File: src/rtl/pll_divctl_pkg.sv
package pll_divctl_pkg;

    localparam int WORD_W = 24;
    localparam int SEL_W  = 2;
    localparam int R_W    = 14;
    localparam int A_W    = 6;
    localparam int B_W    = 13;
    localparam int CP_W   = 2;

    typedef enum logic [SEL_W-1:0] {
        TGT_REF  = 2'b00,
        TGT_SWAL = 2'b01,
        TGT_CTRL = 2'b10,
        TGT_NONE = 2'b11
    } tgt_e;

    typedef struct packed {
        logic [A_W-1:0] a_val;
        logic [B_W-1:0] b_val;
    } nprog_t;

    typedef struct packed {
        logic            psc_32;
        logic [CP_W-1:0] cp_cur;
        logic            cp_pol;
    } ctrl_t;

    function automatic tgt_e word_target(input logic [WORD_W-1:0] w);
        return tgt_e'(w[WORD_W-1 -: SEL_W]);
    endfunction

    function automatic nprog_t word_nprog(input logic [WORD_W-1:0] w);
        nprog_t n;
        n.b_val = w[B_W-1:0];
        n.a_val = w[B_W +: A_W];
        return n;
    endfunction

    function automatic ctrl_t word_ctrl(input logic [WORD_W-1:0] w);
        ctrl_t c;
        c.psc_32 = w[0];
        c.cp_cur = w[CP_W:1];
        c.cp_pol = w[CP_W+1];
        return c;
    endfunction

    function automatic logic nprog_ok(input nprog_t n);
        return (n.b_val != '0) && (n.b_val >= B_W'(n.a_val));
    endfunction

endpackage

File: src/rtl/pll_serial_if.sv
module pll_serial_if
    import pll_divctl_pkg::*;
#(
    parameter int SYNC_LEN = 2
) (
    input  logic           clk,
    input  logic           rst,
    input  logic           ser_clk,
    input  logic           ser_data,
    input  logic           ser_latch,
    output logic [R_W-1:0] r_prog,
    output nprog_t         n_prog,
    output ctrl_t          ctrl,
    output logic           cfg_error
);

    logic [SYNC_LEN:0]   sclk_q;
    logic [SYNC_LEN:0]   slat_q;
    logic [SYNC_LEN-1:0] sdat_q;
    logic [WORD_W-1:0]   shreg;
    logic                shift_en;
    logic                latch_en;
    nprog_t              n_new;
    logic [R_W-1:0]      r_new;

    always_ff @(posedge clk) begin
        if (rst) begin
            sclk_q <= '0;
            slat_q <= '0;
            sdat_q <= '0;
        end else begin
            sclk_q <= {sclk_q[SYNC_LEN-1:0], ser_clk};
            slat_q <= {slat_q[SYNC_LEN-1:0], ser_latch};
            sdat_q <= {sdat_q[SYNC_LEN-2:0], ser_data};
        end
    end

    assign shift_en = sclk_q[SYNC_LEN-1] & ~sclk_q[SYNC_LEN];
    assign latch_en = slat_q[SYNC_LEN-1] & ~slat_q[SYNC_LEN];
    assign n_new    = word_nprog(shreg);
    assign r_new    = shreg[R_W-1:0];

    always_ff @(posedge clk) begin
        if (rst) begin
            shreg <= '0;
        end else if (shift_en) begin
            shreg <= {shreg[WORD_W-2:0], sdat_q[SYNC_LEN-1]};
        end
    end

    always_ff @(posedge clk) begin
        if (rst) begin
            r_prog       <= R_W'(1);
            n_prog.a_val <= '0;
            n_prog.b_val <= B_W'(1);
            ctrl         <= '0;
            cfg_error    <= 1'b0;
        end else if (latch_en) begin
            unique case (word_target(shreg))
                TGT_REF: begin
                    if (r_new != '0) begin
                        r_prog    <= r_new;
                        cfg_error <= 1'b0;
                    end else begin
                        cfg_error <= 1'b1;
                    end
                end
                TGT_SWAL: begin
                    if (nprog_ok(n_new)) begin
                        n_prog    <= n_new;
                        cfg_error <= 1'b0;
                    end else begin
                        cfg_error <= 1'b1;
                    end
                end
                TGT_CTRL: ctrl <= word_ctrl(shreg);
                default: ;
            endcase
        end
    end

endmodule

File: src/rtl/pll_ref_div.sv
module pll_ref_div
    import pll_divctl_pkg::*;
(
    input  logic           clk,
    input  logic           rst,
    input  logic           ref_pulse,
    input  logic [R_W-1:0] r_prog,
    output logic           ref_div_out,
    output logic [R_W-1:0] r_act,
    output logic [R_W-1:0] r_cnt
);

    logic r_last;

    assign r_last = (r_cnt == r_act - R_W'(1));

    always_ff @(posedge clk) begin
        if (rst) begin
            r_cnt       <= '0;
            r_act       <= R_W'(1);
            ref_div_out <= 1'b0;
        end else begin
            ref_div_out <= 1'b0;
            if (ref_pulse) begin
                if (r_last) begin
                    r_cnt       <= '0;
                    r_act       <= r_prog;
                    ref_div_out <= 1'b1;
                end else begin
                    r_cnt <= r_cnt + R_W'(1);
                end
            end
        end
    end

endmodule

File: src/rtl/pll_swallow_div.sv
module pll_swallow_div
    import pll_divctl_pkg::*;
(
    input  logic           clk,
    input  logic           rst,
    input  logic           pre_pulse,
    input  nprog_t         n_prog,
    output logic           mod_sel,
    output logic           vco_div_out,
    output logic [A_W-1:0] a_act,
    output logic [B_W-1:0] b_act,
    output logic [B_W-1:0] b_cnt
);

    logic [A_W-1:0] a_cnt;
    logic           b_last;
    logic           a_open;

    assign a_open  = (a_cnt < a_act);
    assign b_last  = (b_cnt == b_act - B_W'(1));
    assign mod_sel = a_open;

    always_ff @(posedge clk) begin
        if (rst) begin
            a_cnt       <= '0;
            b_cnt       <= '0;
            a_act       <= '0;
            b_act       <= B_W'(1);
            vco_div_out <= 1'b0;
        end else begin
            vco_div_out <= 1'b0;
            if (pre_pulse) begin
                if (b_last) begin
                    a_cnt       <= '0;
                    b_cnt       <= '0;
                    a_act       <= n_prog.a_val;
                    b_act       <= n_prog.b_val;
                    vco_div_out <= 1'b1;
                end else begin
                    b_cnt <= b_cnt + B_W'(1);
                    if (a_open) begin
                        a_cnt <= a_cnt + A_W'(1);
                    end
                end
            end
        end
    end

endmodule

File: src/rtl/pll_divctl.sv
module pll_divctl
    import pll_divctl_pkg::*;
#(
    parameter int SYNC_LEN = 2
) (
    input  logic       clk,
    input  logic       rst,
    input  logic       ser_clk,
    input  logic       ser_data,
    input  logic       ser_latch,
    input  logic       ref_pulse,
    input  logic       pre_pulse,
    output logic       ref_div_out,
    output logic       vco_div_out,
    output logic       mod_sel,
    output logic       psc_sel,
    output logic [1:0] cp_current,
    output logic       cp_polarity,
    output logic       cfg_error
);

    logic [R_W-1:0] r_prog;
    nprog_t         n_prog;
    ctrl_t          ctrl;
    logic [R_W-1:0] r_act;
    logic [R_W-1:0] r_cnt;
    logic [A_W-1:0] a_act;
    logic [B_W-1:0] b_act;
    logic [B_W-1:0] b_cnt;

    pll_serial_if #(.SYNC_LEN(SYNC_LEN)) u_ser (
        .clk       (clk),
        .rst       (rst),
        .ser_clk   (ser_clk),
        .ser_data  (ser_data),
        .ser_latch (ser_latch),
        .r_prog    (r_prog),
        .n_prog    (n_prog),
        .ctrl      (ctrl),
        .cfg_error (cfg_error)
    );

    pll_ref_div u_ref (
        .clk         (clk),
        .rst         (rst),
        .ref_pulse   (ref_pulse),
        .r_prog      (r_prog),
        .ref_div_out (ref_div_out),
        .r_act       (r_act),
        .r_cnt       (r_cnt)
    );

    pll_swallow_div u_swal (
        .clk         (clk),
        .rst         (rst),
        .pre_pulse   (pre_pulse),
        .n_prog      (n_prog),
        .mod_sel     (mod_sel),
        .vco_div_out (vco_div_out),
        .a_act       (a_act),
        .b_act       (b_act),
        .b_cnt       (b_cnt)
    );

    assign psc_sel     = ctrl.psc_32;
    assign cp_current  = ctrl.cp_cur;
    assign cp_polarity = ctrl.cp_pol;

endmodule

File: config.mk
export PLATFORM = sky130hd
export DESIGN_NAME = pll_divctl
export DESIGN_NICKNAME = d
export VERILOG_FILES = /design/src/rtl/pll_divctl_pkg.sv /design/src/rtl/pll_serial_if.sv /design/src/rtl/pll_ref_div.sv /design/src/rtl/pll_swallow_div.sv /design/src/rtl/pll_divctl.sv
export SDC_FILE = /design/constraint.sdc
export NUM_CORES = 1
export LEC_CHECK = 0
export ABC_AREA = 0
export BUFFER_PORTS_ARGS = -buffer_cell sky130_fd_sc_hd__buf_2
export CORE_ASPECT_RATIO = 0.6
export CORE_MARGIN = 5
export CORE_UTILIZATION = 35
export DETAILED_ROUTE_END_ITERATION = 8
export GPL_TIMING_DRIVEN = 0
export SLEW_MARGIN = 5
export SYNTH_ARGS = -nofsm -noshare
export SYNTH_HDL_FRONTEND = slang
export SYNTH_HIERARCHICAL = 1
export SYNTH_SLANG_ARGS = --single-unit
File: constraint.sdc
create_clock -name clk -period 3.4 [get_ports clk]
set_clock_uncertainty 0.1 [all_clocks]
set_input_delay 0.85 -clock clk [delete_from_list [all_inputs] [get_ports clk]]
set_output_delay 0.85 -clock clk [all_outputs]
set_load 0.01 [all_outputs]
* After elaboration in Yosys (flattened, before gate mapping)
Cells that the tools add are included.
** Word-level totals
- Register bits :: 138
- Bits of input ports :: 7
- Logic and storage cells :: 60
** Cells by class
- $add $sub $neg :: 5
- Order comparisons :: 2
- Equality and inequality tests :: 4
- Mux-type cells :: 9
- Bitwise operators :: 6
- Reduce and logical (&&, ||, !) cells :: 15
** Operators by type and width (number)
- 14-bit by 1-bit adder with 14-bit output, second input constant :: 1
- 14-bit equality test :: 1
- 14-bit 2-to-1 mux :: 1
- 14-bit nonzero test :: 1
- 14-bit by 1-bit subtractor with 14-bit output, second input constant :: 1
- 13-bit by 1-bit adder with 13-bit output, second input constant :: 1
- 13-bit equality test :: 1
- 13-bit by 6-bit greater-or-equal comparator with 1-bit output :: 1
- 13-bit 2-to-1 mux :: 1
- 13-bit nonzero test :: 1
- 13-bit by 1-bit subtractor with 13-bit output, second input constant :: 1
- 6-bit 2-to-1 mux :: 2
- 2-bit AND reduction :: 5
- 6-bit by 1-bit adder with 6-bit output, second input constant :: 1
- 6-bit less-than comparator :: 1
- 3-bit AND reduction :: 2
- 1-bit 2-to-1 mux :: 4
- 1-bit inverter :: 4
- 2-bit nonzero test :: 2
- 2-bit OR reduction :: 2
- 1-bit AND :: 2
- 2-bit by 1-bit equality test with 1-bit output, second input constant :: 1
- 2-bit equality test, second input constant :: 1
- 2-bit zero test :: 1
- other kinds (2) :: 2

* Logic depth before layout (Yosys ltp)
Gate-level depths: netlist of the first run.
- Depth after elaboration :: 4
- Depth in mapped cells :: 12
- Gate-level depth less buffers :: 10

* Modules after synthesis
The synthesis of the first run kept the hierarchy.
** By module, submodules not included
- pll_serial_if :: instances 1, cells an instance 303, area an instance 2801.4 sq um, sequential area each 1401.3 sq um
- pll_swallow_div :: instances 1, cells an instance 242, area an instance 2188.3 sq um, sequential area each 780.7 sq um
- pll_ref_div :: instances 1, cells an instance 213, area an instance 1839.3 sq um, sequential area each 580.6 sq um

* Least setup slack after synthesis of the first run
OpenSTA, ideal clock, no wires.
- Path kind :: register -> register
- Start :: register u_ref.r_act[0]
- End :: register u_ref.r_act[4]
- Arrival time :: 2.912 ns
- Setup slack :: 0.258 ns
- Stages on the path, launching flop included :: 12
- Path buffers :: 2
- Period minus slack after synthesis :: 3.142 ns
- Cells stage by stage :: dfxtp_1 inv_1 ha_1 or4b_4 or3_4 a2111oi_4 o211ai_2 or4_4 buf_6 buf_6 o21ai_1 a21oi_1
** On the way
- Word-level cells in the longest chain between the ends :: 3
** RTL lines
- start, declared :: line pll_ref_div.sv:9 : output logic [R_W-1:0] r_act,
- start signal, assigned :: line pll_ref_div.sv:27 : r_act <= r_prog;
- 14-bit by 1-bit subtractor with 14-bit output :: line pll_ref_div.sv:15 : assign r_last = (r_cnt == r_act - R_W'(1));
- 14-bit equality test :: line pll_ref_div.sv:15
- 2-bit AND reduction (no line)
Every way passes these cells.
A chain may end at the register's enable or synchronous reset.

* Final worst setup path of the first run
- Start :: register u_ref.r_act[0]
- End :: register u_ref.r_cnt[8]
** On the way
- Word-level cells in the longest chain between the ends :: 3
** RTL lines
- 14-bit by 1-bit subtractor with 14-bit output :: line pll_ref_div.sv:15
- 14-bit equality test :: line pll_ref_div.sv:15
- 14-bit 2-to-1 mux :: line pll_ref_div.sv:25 : if (r_last) begin
- end signal, assigned :: line pll_ref_div.sv:30 : r_cnt <= r_cnt + R_W'(1);
- end, declared :: line pll_ref_div.sv:10 : output logic [R_W-1:0] r_cnt
Every way passes these cells.

==> impl_metrics.csv, run 1 <==
group,metric,value,unit
worst_setup_path,worstPathArrival,3.48,ns
synth,synth_cell_types,79,
timing,slew_headroom,51.0,%
synth,yosysMostFrequentCell,"dfxtp_1",
pwr,p_per_area,603,nW/um^2
synth,synth_top_family_by_area,"simple AND/OR/NAND/NOR gates",
synth,yosys.area_share.simple,25.4,%
routing,wl_met1,9250,um
routing,ant_nets,0,
cells_and_area,diodes,0,
hold_path,hp-class,"flip-flop to flip-flop",
routing,highest_layer,"met4",
synth,syn_area_per_cell,9.01,um^2
synth,synth_top_area_share,40.5,%
global_route,grt_max_degree,17,
routing,wl_met2,5980,um
worst_setup_path,path_delay_family,"simple AND/OR/NAND/NOR gates",
clock_network,cts_buffers,17,
clock_network,clock-sinks,138,
job,max-cap-violations,0,
timing,hold_viol_final,0,
cells_and_area,nets,819,
worst_setup_path,max_stage_delay,0.53,ns
synth,synth_ff_type,"dfxtp_1",
place,port_buffers,14,
timing,maxSlewViolCount,0,
floorplanning,die_y,118,um
worst_setup_path,crit_type,"flip-flop to flip-flop",
clock_network,cts_hold_buffers,0,
worst_setup_path,required,3.58,ns
synth,ys_top_cells_by_count,"138 x dfxtp_1, 77 x nand2_1, 50 x a21oi_1",
worst_setup_path,crit_path_start_kind,"flip-flop",
routing,wl_met3,1080,um
floorplanning,rows,39,
global_route,grt_pass1_vias,5080,
synth,yosys.area.top_type,"dfxtp_1",
floorplanning,die_w,190,um
floorplanning,die-area,22500,um^2
cells_and_area,fill_cells,1848,
synth,synth-compound-area-share,14.8,%
synth,yosys-top-cells-area,"dfxtp_1 40%, nand2_1 4.2%, nand2b_1 3.9%",
clock_network,cts_buffer_depth,2,
synth,synth-edff-count,0,
routing,vias,5491,
place,place_ws,-0.148,ns
timing,setup_tns,0,ns
pwr,leakagePower,2.82,nW
clock_network,cts_tree,"built",
synth,syn_inst,758,
routing,dr.pass1.iters,5,
synth,synthArstFlopShare,0,%
timing,fin_crit_sh,97.0,%
worst_setup_path,worstPathMaxFanout,10,
global_route,grt_pass1_wl,27200,um
floorplanning,start_util,35.8,%
global_route,antenna_found_initial,0,
global_route,overflow,0,
timing,max_freq,0.303,GHz
timing,rsz0062_at_grt,"false",
timing,finalWorstSetupSlack,0.101,ns
synth,synth_mux_area_share,3.37,%
routing,viasPerCell,5.11,
synth,yosys.area_share.adder,2.93,%
cells_and_area,finish.utilization,41.5,%
clock_network,htree_num_levels,4,
pwr,worst_ir_drop_vdd,0.376,mV
floorplanning,io_pins,15,
floorplanning,coreArea,19100,um^2
routing,drc,0,
synth,yosys_warnings,6,
timing,worst_pin_slew,0.730,ns
worst_setup_path,cp_common_cell,"buf_6",
synth,ys_ff_latch,138,
routing,drt_iter0_markers,411,
cells_and_area,drive_above_1_share,13.8,%
timing,setup_viol,0,
worst_setup_path,critPathSlowestCell,"or4_4",
worst_setup_path,endpoint_kind,"flip-flop",
place,hpwlAfterDp,12000,um
routing,drt_wl_total,16400,um
timing,post-route-min-period,3.30,ns
clock_network,clk_latency,0.42,ns
clock_network,path_clk_slew,0.06,ns
worst_setup_path,crit_buf_inv,3,
synth,synth-xor-area-share,7.27,%
cells_and_area,syn2layout_area_growth,16.0,%
clock_network,clock-root-buffer,"clkbuf_16",
synth,synth_area,6830,um^2
pwr,p_total,0.00478,W
status,status,"complete, no violations",
synth,yosysSeqAreaShare,40.5,%
synth,synth_nets,781,
routing,wire_per_inst,15.3,um
place,gp_congestion,0.836,
worst_setup_path,crit_chain,"inv_2, ha_4, or4b_4, or3_4, a2111oi_4, o211ai_2, or4_4, buf_6, nor2_4, buf_6, nor3_1",
global_route,track_usage,14.9,%
what timing repair did:
item	in CTS	in global routing
buffers inserted	2	3
resized for setup	3	9
pin swaps	2	2
endpoints found under the setup margin	26	61
endpoints found under the hold margin	0	0
cell families (layout without fill, tap and decap cells):
| logic type | Yosys count | in the layout |
|---|---|---|
| buffers and inverters | 71 | 122 |
| AOI/OAI and AO/OA | 149 | 149 |
| and+or+nand+nor | 306 | 306 |
| muxes | 23 | 23 |
| adders and majority gates | 16 | 16 |
| xor gates and xnor gates | 55 | 55 |
| DFF | 138 | 138 |
sequential cells by signal, indices dropped and copies added (netlist names):
register,cells
u_ser/n_prog,19
u_ser/r_prog,14
u_ref/r_act,14
u_ser/slat_q,3
u_swal/vco_div_out,1
u_swal/a_cnt,6
u_ser/ctrl,4
u_ser/sclk_q,3
u_ser/sdat_q,2
u_ref/r_cnt,14
u_ref/ref_div_out,1
u_swal/a_act,6
u_ser/cfg_error,1
u_swal/b_act,13
u_ser/shreg,24
u_swal/b_cnt,13
through the flow:
stage / std cells / hold WS [ns] / cell area (um^2)
2_1_floorplan: 758 / 0.314 / 6830
3_3_place_gp: 1038 / 0.319 / 7230
3_5_place_dp: 1038 / 0.320 / 7230
4_1_cts: 1072 / 0.334 / 7880
5_1_grt: 1075 / 0.354 / 7930
6_report: 1075 / 0.331 / 7930
worst paths after layout:
path | startpoint | endpoint | slack (ns) | depth (start not counted)
min | u_ser/sclk_q[0] | u_ser/sclk_q[1] | 0.33 | 1
min reg2reg | u_ser/sclk_q[0] | u_ser/sclk_q[1] | 0.33 | 1
max | u_ref/r_act[0] | u_ref/r_cnt[8] | 0.10 | 11
max reg2reg | u_ref/r_act[0] | u_ref/r_cnt[8] | 0.10 | 11
layout make-up:
class / count / area, um^2 / area share (%)
repair buffers: 19 / 108 / 1.36
well taps: 266 / 333 / 4.20
clock buffers: 20 / 457 / 5.76
plain buffers: 48 / 309 / 3.90
inverters: 23 / 86.3 / 1.09
clock inverters: 12 / 171 / 2.16
flip-flops and latches: 138 / 2770 / 34.9
multi-input cells: 549 / 3690 / 46.6
routing by layer:
layer  vias to the layer above  global-route usage, %
li1                       2751                      -
met1                      2582                   24.8
met2                       149                   18.2
met3                         9                   3.33
met4                         0                   4.57
met5                         -                      0
where the power goes:
group | total [W] | internal (W) | switching [W]
clock | 0.00199 | 0.00126 | 0.000729
sequential | 0.00167 | 0.00165 | 0.0000257
combinational | 0.00112 | 0.000489 | 0.000631
cells in the final DEF, fill, tap and decap left out, types with 9 or more instances in the layout:
cell type  netlist  routed
dfxtp_1        138     136
nand2_1         77      77
a21oi_1         50      49
nand2b_1        43      43
nor2_1          36      36
nand3_1         31      31
xor2_1          28      28
xnor2_1         26      26
nor3_1          25      25
clkbuf_1        25      24
mux2i_1         23      23
inv_1           23      21
o21ai_1         22      21
buf_2            4      18
clkbuf_16        0      17
nand3b_1        17      17
ha_1            16      15
nor2b_1         13      13
o21ai_0         12      12
a22o_1          12      12
buf_4            5      10
buf_6            9       9
Note: power is estimated with default switching activity, not from simulation.
==> run 2, diff against run 1 <==
- REMOVE_ABC_BUFFERS: not set -> 1
- clock period: 3.4 -> 4.1 ns (I/O delays scaled with it)
==> run 2 against run 1 <==
- critical path depth decreased by 2
- cell count decreased by 4.4%
- critical endpoint is now u_ref/r_act[0]
- sequential share of layout area increased by 1.2 points
- power decreased by 21%
- via count decreased by 5.8%
- sequential power decreased by 17%
- core utilization decreased by 1.4 points
- critical path type unchanged
- non-clock buffer count decreased by 47
- combinational power decreased by 32%
- clock power decreased by 19%
- worst hold slack improved by 0.0064 ns
- setup slack improved by 0.070 ns
==> impl_metrics.csv, run 2 (synthesized netlist as in run 1, its figures left out) <==
group,metric,value,unit
worst_setup_path,r2r-end,"u_ref/r_act[0]",
timing,maxSlewViolCount,0,
cells_and_area,layout_commonest_cell,"dfxtp_1",
clock_network,cts.repair.resized,0,
timing,worst_pin_slew,1.15,ns
clock_network,clk_latency,0.41,ns
timing,whs,0.338,ns
timing,fin_crit_sh,95.8,%
cells_and_area,nets,772,
cells_and_area,final_cell_mix,"138 x dfxtp_1, 77 x nand2_1, 50 x a21oi_1",
routing,dr.pass1.iters,8,
pwr,leakagePower,2.68,nW
hold_path,hp-class,"flip-flop to flip-flop",
cells_and_area,drive_above_1_share,11.3,%
floorplanning,die_w,190,um
clock_network,clock-root-buffer,"clkbuf_16",
worst_setup_path,endpoint_kind,"flip-flop",
status,status,"complete, no violations",
floorplanning,die-area,22500,um^2
clock_network,cts_buffers,17,
pwr,p_total,0.00377,W
floorplanning,die_y,118,um
global_route,overflow,0,
place,port_buffers,14,
timing,setup_tns,0,ns
worst_setup_path,crit_type,"flip-flop to flip-flop",
floorplanning,start_util,35.8,%
routing,drt_wl_total,14700,um
global_route,track_usage,13.3,%
cells_and_area,largest_reg_flops,24,
routing,vias,5170,
place,hpwlAfterDp,10100,um
clock_network,path_clk_slew,0.06,ns
routing,wire_per_inst,14.3,um
cells_and_area,regMostFlops,"u_ser/shreg",
routing,drt_iter0_markers,427,
worst_setup_path,r2r_setup_slack,0.17,ns
cells_and_area,diodes,0,
worst_setup_path,timing.rr.start,"u_ref/r_act[0]",
routing,viasPerCell,5.03,
floorplanning,rows,39,
timing,rsz0062_at_grt,"false",
clock_network,cts_buffer_depth,2,
clock_network,htree_num_levels,4,
pwr,worst_ir_drop_vdd,0.261,mV
worst_setup_path,crit_path_start_kind,"flip-flop",
clock_network,cts_hold_buffers,0,
timing,post-route-min-period,3.93,ns
pwr,p_per_area,493,nW/um^2
cells_and_area,syn2layout_area_growth,12.0,%
timing,slew_headroom,23.6,%
global_route,grt_max_degree,85,
worst_setup_path,crit_start,"u_ref/r_act[0]",
worst_setup_path,worstPathArrival,4.19,ns
timing,setup_viol,0,
clock_network,cts_tree,"built",
cells_and_area,fill_cells,1867,
routing,drc,0,
floorplanning,coreArea,19100,um^2
global_route,grt_pass1_vias,4729,
clock_network,clock-sinks,138,
global_route,grt_pass1_wl,25000,um
floorplanning,io_pins,15,
routing,ant_nets,0,
cells_and_area,top_regs,"u_ser/shreg: 24 flops, u_ser/n_prog: 19 flops",
worst_setup_path,crit_path_end,"u_ref/r_act[0]",
timing,max_freq,0.254,GHz
clock_network,post_cts_buffers,0,
worst_setup_path,required,4.36,ns
worst_setup_path,worstPathMaxFanout,17,
worst_setup_path,rr_worst_depth,9,
global_route,antenna_found_initial,0,
timing,hold_viol_final,0,
job,max-cap-violations,0,
place,gp_congestion,0.872,
==> run 2: cell types whose count changed in the layout (fill, tap and decap cells not counted), moves of 2 or more <==
cell	previous run	this run
inv_2	2	0
clkbuf_2	3	0
buf_2	18	13
inv_1	21	23
buf_8	0	2
dlygate4sd3_1	2	0
clkbuf_8	2	5
buf_4	10	4
clkbuf_1	24	1
buf_6	9	0
clkinvlp_4	3	5
clkinv_2	4	0
dfxtp_1	136	138
==> run 2: stage by stage <==
step	std cells	area (um^2)	util [%]	setup WS, ns
floorplan	710	6520	-	0.776
global placement	990	6930	36.3	0.164
detailed placement	993	6990	36.6	0.153
CTS	1025	7630	40.0	0.137
global route	1028	7650	40.1	0.0383
finish	1028	7650	40.1	0.171
==> run 2: routing by layer <==
layer / track usage, % / share of wire [%]
met4: 4.04 / 0.48
met5: 0 / 0
met1: 22.0 / 57
met3: 2.53 / 4.3
met2: 16.9 / 38
==> run 2: area by class of cell <==
type	count	area, um^2	share of cell area, %
inverters	23	86.3	1.13
clock buffers	23	498	6.51
multi-input cells	549	3680	48.1
flip-flops and latches	138	2760	36.1
repair buffers	20	153	2.00
well taps	266	333	4.35
clock inverters	9	136	1.78
==> run 2: power by group <==
part / total, W / leakage, nW / switching (W) / internal, W
registers: 0.00139 / 1.11 / 0.0000245 / 0.00136
clock network: 0.00162 / 0.294 / 0.000585 / 0.00104
logic: 0.000763 / 1.27 / 0.000468 / 0.000295
total: 0.00377 / 2.68 / 0.00108 / 0.00270
==> run 2: worst min-delay path by stage <==
stage	endpoint	start	slack [ns]	cells after the start
2_1_floorplan	u_ser/shreg[0]	u_ser/sdat_q[1]	0.31	2
3_3_place_gp	u_ser/sclk_q[1]	u_ser/sclk_q[0]	0.32	1
3_5_place_dp	u_ser/sclk_q[1]	u_ser/sclk_q[0]	0.33	1
4_1_cts	u_ser/sclk_q[1]	u_ser/sclk_q[0]	0.34	1
5_1_grt	u_ser/slat_q[1]	u_ser/slat_q[0]	0.36	1
6_report	u_ser/sclk_q[1]	u_ser/sclk_q[0]	0.34	1
==> run 2: critical path: stages (launching register included) <==
cell       delay [ns]
dfxtp_1          0.40
inv_1            0.12
ha_1             0.49
or4b_4           0.57
or3_4            0.41
a2111oi_4        0.41
o211ai_2         0.19
or4_4            0.69
nor2_4           0.32
a211o_1          0.17
==> run 3, diff against run 2 <==
- SYNTH_HIERARCHICAL: 1 -> not set
==> run 3 against run 2 <==
- non-clock buffer count is 3 lower
- largest cell class unchanged
- die area is 5.5% lower
- register-to-register slack gained 0.35 ns
==> impl_metrics.csv, run 3 <==
group,metric,value,unit
worst_setup_path,r2r_setup_slack,0.52,ns
synth,synth-edff-count,0,
synth,synth_area,6420,um^2
synth,ys_ff_latch,138,
floorplanning,die_w,185,um
timing,worst_pin_slew,1.27,ns
place,place_ws,0.501,ns
worst_setup_path,timing.rr.start,"u_ref.r_act[0]",
synth,yosys-top-cells-area,"dfxtp_1 43%, nand2_1 6.3%, mux2i_1 5.9%",
clock_network,path_clk_slew,0.06,ns
worst_setup_path,crit_path_start_kind,"flip-flop",
worst_setup_path,required,4.24,ns
hold_path,hold_end,"u_ser.sclk_q[1]",
worst_setup_path,r2r-end,"u_ref.r_act[0]",
global_route,grt.busiest_layer,"met1",
cells_and_area,syn2layout_area_growth,13.1,%
global_route,met1_usage,22.9,%
worst_setup_path,crit_start,"u_ref.r_act[0]",
global_route,grt_max_degree,86,
synth,synth_mux_area_share,5.92,%
clock_network,cts.repair.resized,0,
global_route,grt_pass1_wl,24100,um
worst_setup_path,worstPathArrival,3.72,ns
hold_path,hp-class,"flip-flop to flip-flop",
floorplanning,start_util,35.6,%
routing,drt_wl_total,14200,um
timing,setup_tns,0,ns
synth,synth-compound-area-share,13.3,%
synth,yosysSeqAreaShare,43.0,%
timing,fin_crit_sh,87.3,%
global_route,use_met2,17.7,%
synth,synth_top_family_by_area,"simple AND/OR/NAND/NOR gates",
synth,synth_ff_type,"dfxtp_1",
routing,drt_iter0_markers,219,
clock_network,cts_hold_buffers,0,
synth,yosys_warnings,0,
synth,yosys.area.top_type,"dfxtp_1",
pwr,leakagePower,2.66,nW
cells_and_area,layout_commonest_cell,"dfxtp_1",
worst_setup_path,endpoint_kind,"flip-flop",
synth,syn_inst,735,
cells_and_area,finish.utilization,40.2,%
clock_network,htree_num_levels,4,
cells_and_area,top_regs,"u_ser.shreg: 24 flops, u_ser.n_prog: 19 flops",
timing,rsz0062_at_grt,"false",
pwr,p_per_area,442,nW/um^2
cells_and_area,regMostFlops,"u_ser.shreg",
synth,yosys.area_share.adder,3.12,%
global_route,grt_util_met3,3.04,%
synth,synth_cell_types,63,
routing,ant_nets,0,
routing,vias,5022,
hold_path,hold_start,"u_ser.sclk_q[0]",
worst_setup_path,worstPathMaxFanout,16,
pwr,worst_ir_drop_vdd,0.298,mV
global_route,track_usage,14.0,%
hold_path,whs_path_depth,1,
cells_and_area,final_cell_mix,"138 x dfxtp_1, 108 x nand2_1, 49 x a21oi_1",
floorplanning,io_pins,15,
worst_setup_path,rr_worst_depth,9,
timing,maxSlewViolCount,0,
timing,hold_viol_final,0,
clock_network,clock-sinks,138,
global_route,grt_pass1_vias,4671,
timing,whs,0.333,ns
synth,ys_top_cells_by_count,"138 x dfxtp_1, 108 x nand2_1, 50 x a21oi_1",
cells_and_area,largest_reg_flops,24,
cells_and_area,diodes,0,
place,port_buffers,14,
global_route,antenna_found_initial,0,
clock_network,clk_latency,0.41,ns
floorplanning,rows,38,
synth,yosys.area_share.simple,23.1,%
cells_and_area,nets,754,
synth,yosysMostFrequentCell,"dfxtp_1",
timing,setup_viol,0,
routing,dr.pass1.iters,5,
synth,synth-xor-area-share,7.09,%
routing,drc,0,
timing,post-route-min-period,3.58,ns
timing,slew_headroom,14.3,%
job,max-cap-violations,0,
timing,finalWorstSetupSlack,0.519,ns
place,gp_congestion,0.801,
status,status,"complete, no violations",
global_route,overflow,0,
clock_network,cts_buffers,17,
clock_network,post_cts_buffers,0,
floorplanning,die-area,21300,um^2
worst_setup_path,crit_type,"flip-flop to flip-flop",
floorplanning,die_y,115,um
clock_network,cts_tree,"built",
clock_network,cts_buffer_depth,2,
timing,max_freq,0.279,GHz
synth,synth_top_area_share,43.0,%
clock_network,clock-root-buffer,"clkbuf_16",
routing,wire_per_inst,14.4,um
place,hpwlAfterDp,9860,um
synth,synthArstFlopShare,0,%
routing,viasPerCell,5.10,
synth,syn_area_per_cell,8.74,um^2
floorplanning,coreArea,18100,um^2
cells_and_area,drive_above_1_share,8.33,%
run 3: cell types whose count changed after synthesis, sizes merged, moves of 7 or more:
cell,delta
nand3b,-17
o21ai,-19
mux2i,+15
nand2b,-39
nor2,+13
nor3,-8
nand2,+30
or3,-7
run 3: worst max-delay path, cell delays in order, from the launching register on:
cell       delay, ns
dfxtp_1         0.33
inv_1           0.08
ha_1            0.19
or4b_1          0.62
nor4_1          0.32
o21ai_1         0.17
a2111oi_2       0.48
and4_1          0.68
and2_4          0.35
o211ai_1        0.10
run 3: logic make-up after synthesis:
kind of cell / Yosys count
xor gates and xnor gates: 52
and+or+nand+nor: 297
DFF: 138
muxes: 38
adders and majority gates: 16
AOI/OAI and AO/OA: 130
buffers and inverters: 64
run 3: power by group:
group	switching (W)	internal, W
sequential	0.0000163	0.00136
clock	0.000609	0.000917
combinational	0.000225	0.0000847
run 3: worst max path at each step:
stage / cells past startpoint / endpoint / slack (ns)
6_report: 9 / u_ref.r_act[0] / 0.52
5_1_grt: 9 / u_ref.r_act[11] / 0.11
4_1_cts: 9 / u_ref.r_act[0] / 0.54
3_5_place_dp: 5 / u_swal.b_act[12] / 0.50
3_3_place_gp: 4 / u_swal.a_act[4] / -0.59
2_1_floorplan: 9 / u_ref.r_act[0] / 1.14
run 3: through the flow:
stage,cells,cell area [um^2],power [W]
after floorplan,695,6220,0.00159
after detailed placement,952,6670,0.00171
after global placement,949,6600,0.00171
final,984,7260,0.00321
after CTS,984,7260,0.00324
after global routing,984,7260,0.00335
run 3: final cells by class:
type,instances,area (um^2)
well taps,240,300
repair buffers,17,143
multi-input cells,533,3380
flip-flops and latches,138,2760
inverters,24,90.1
clock inverters,13,146
clock buffers,19,443
fillers,1833,10800
run 3: routing by layer:
layer  vias up  part of all wire (%)
li1       2572                     -
met1      2342                    57
met2        97                    37
met3        11                   4.7
met4         0                   1.0
met5         -                     0
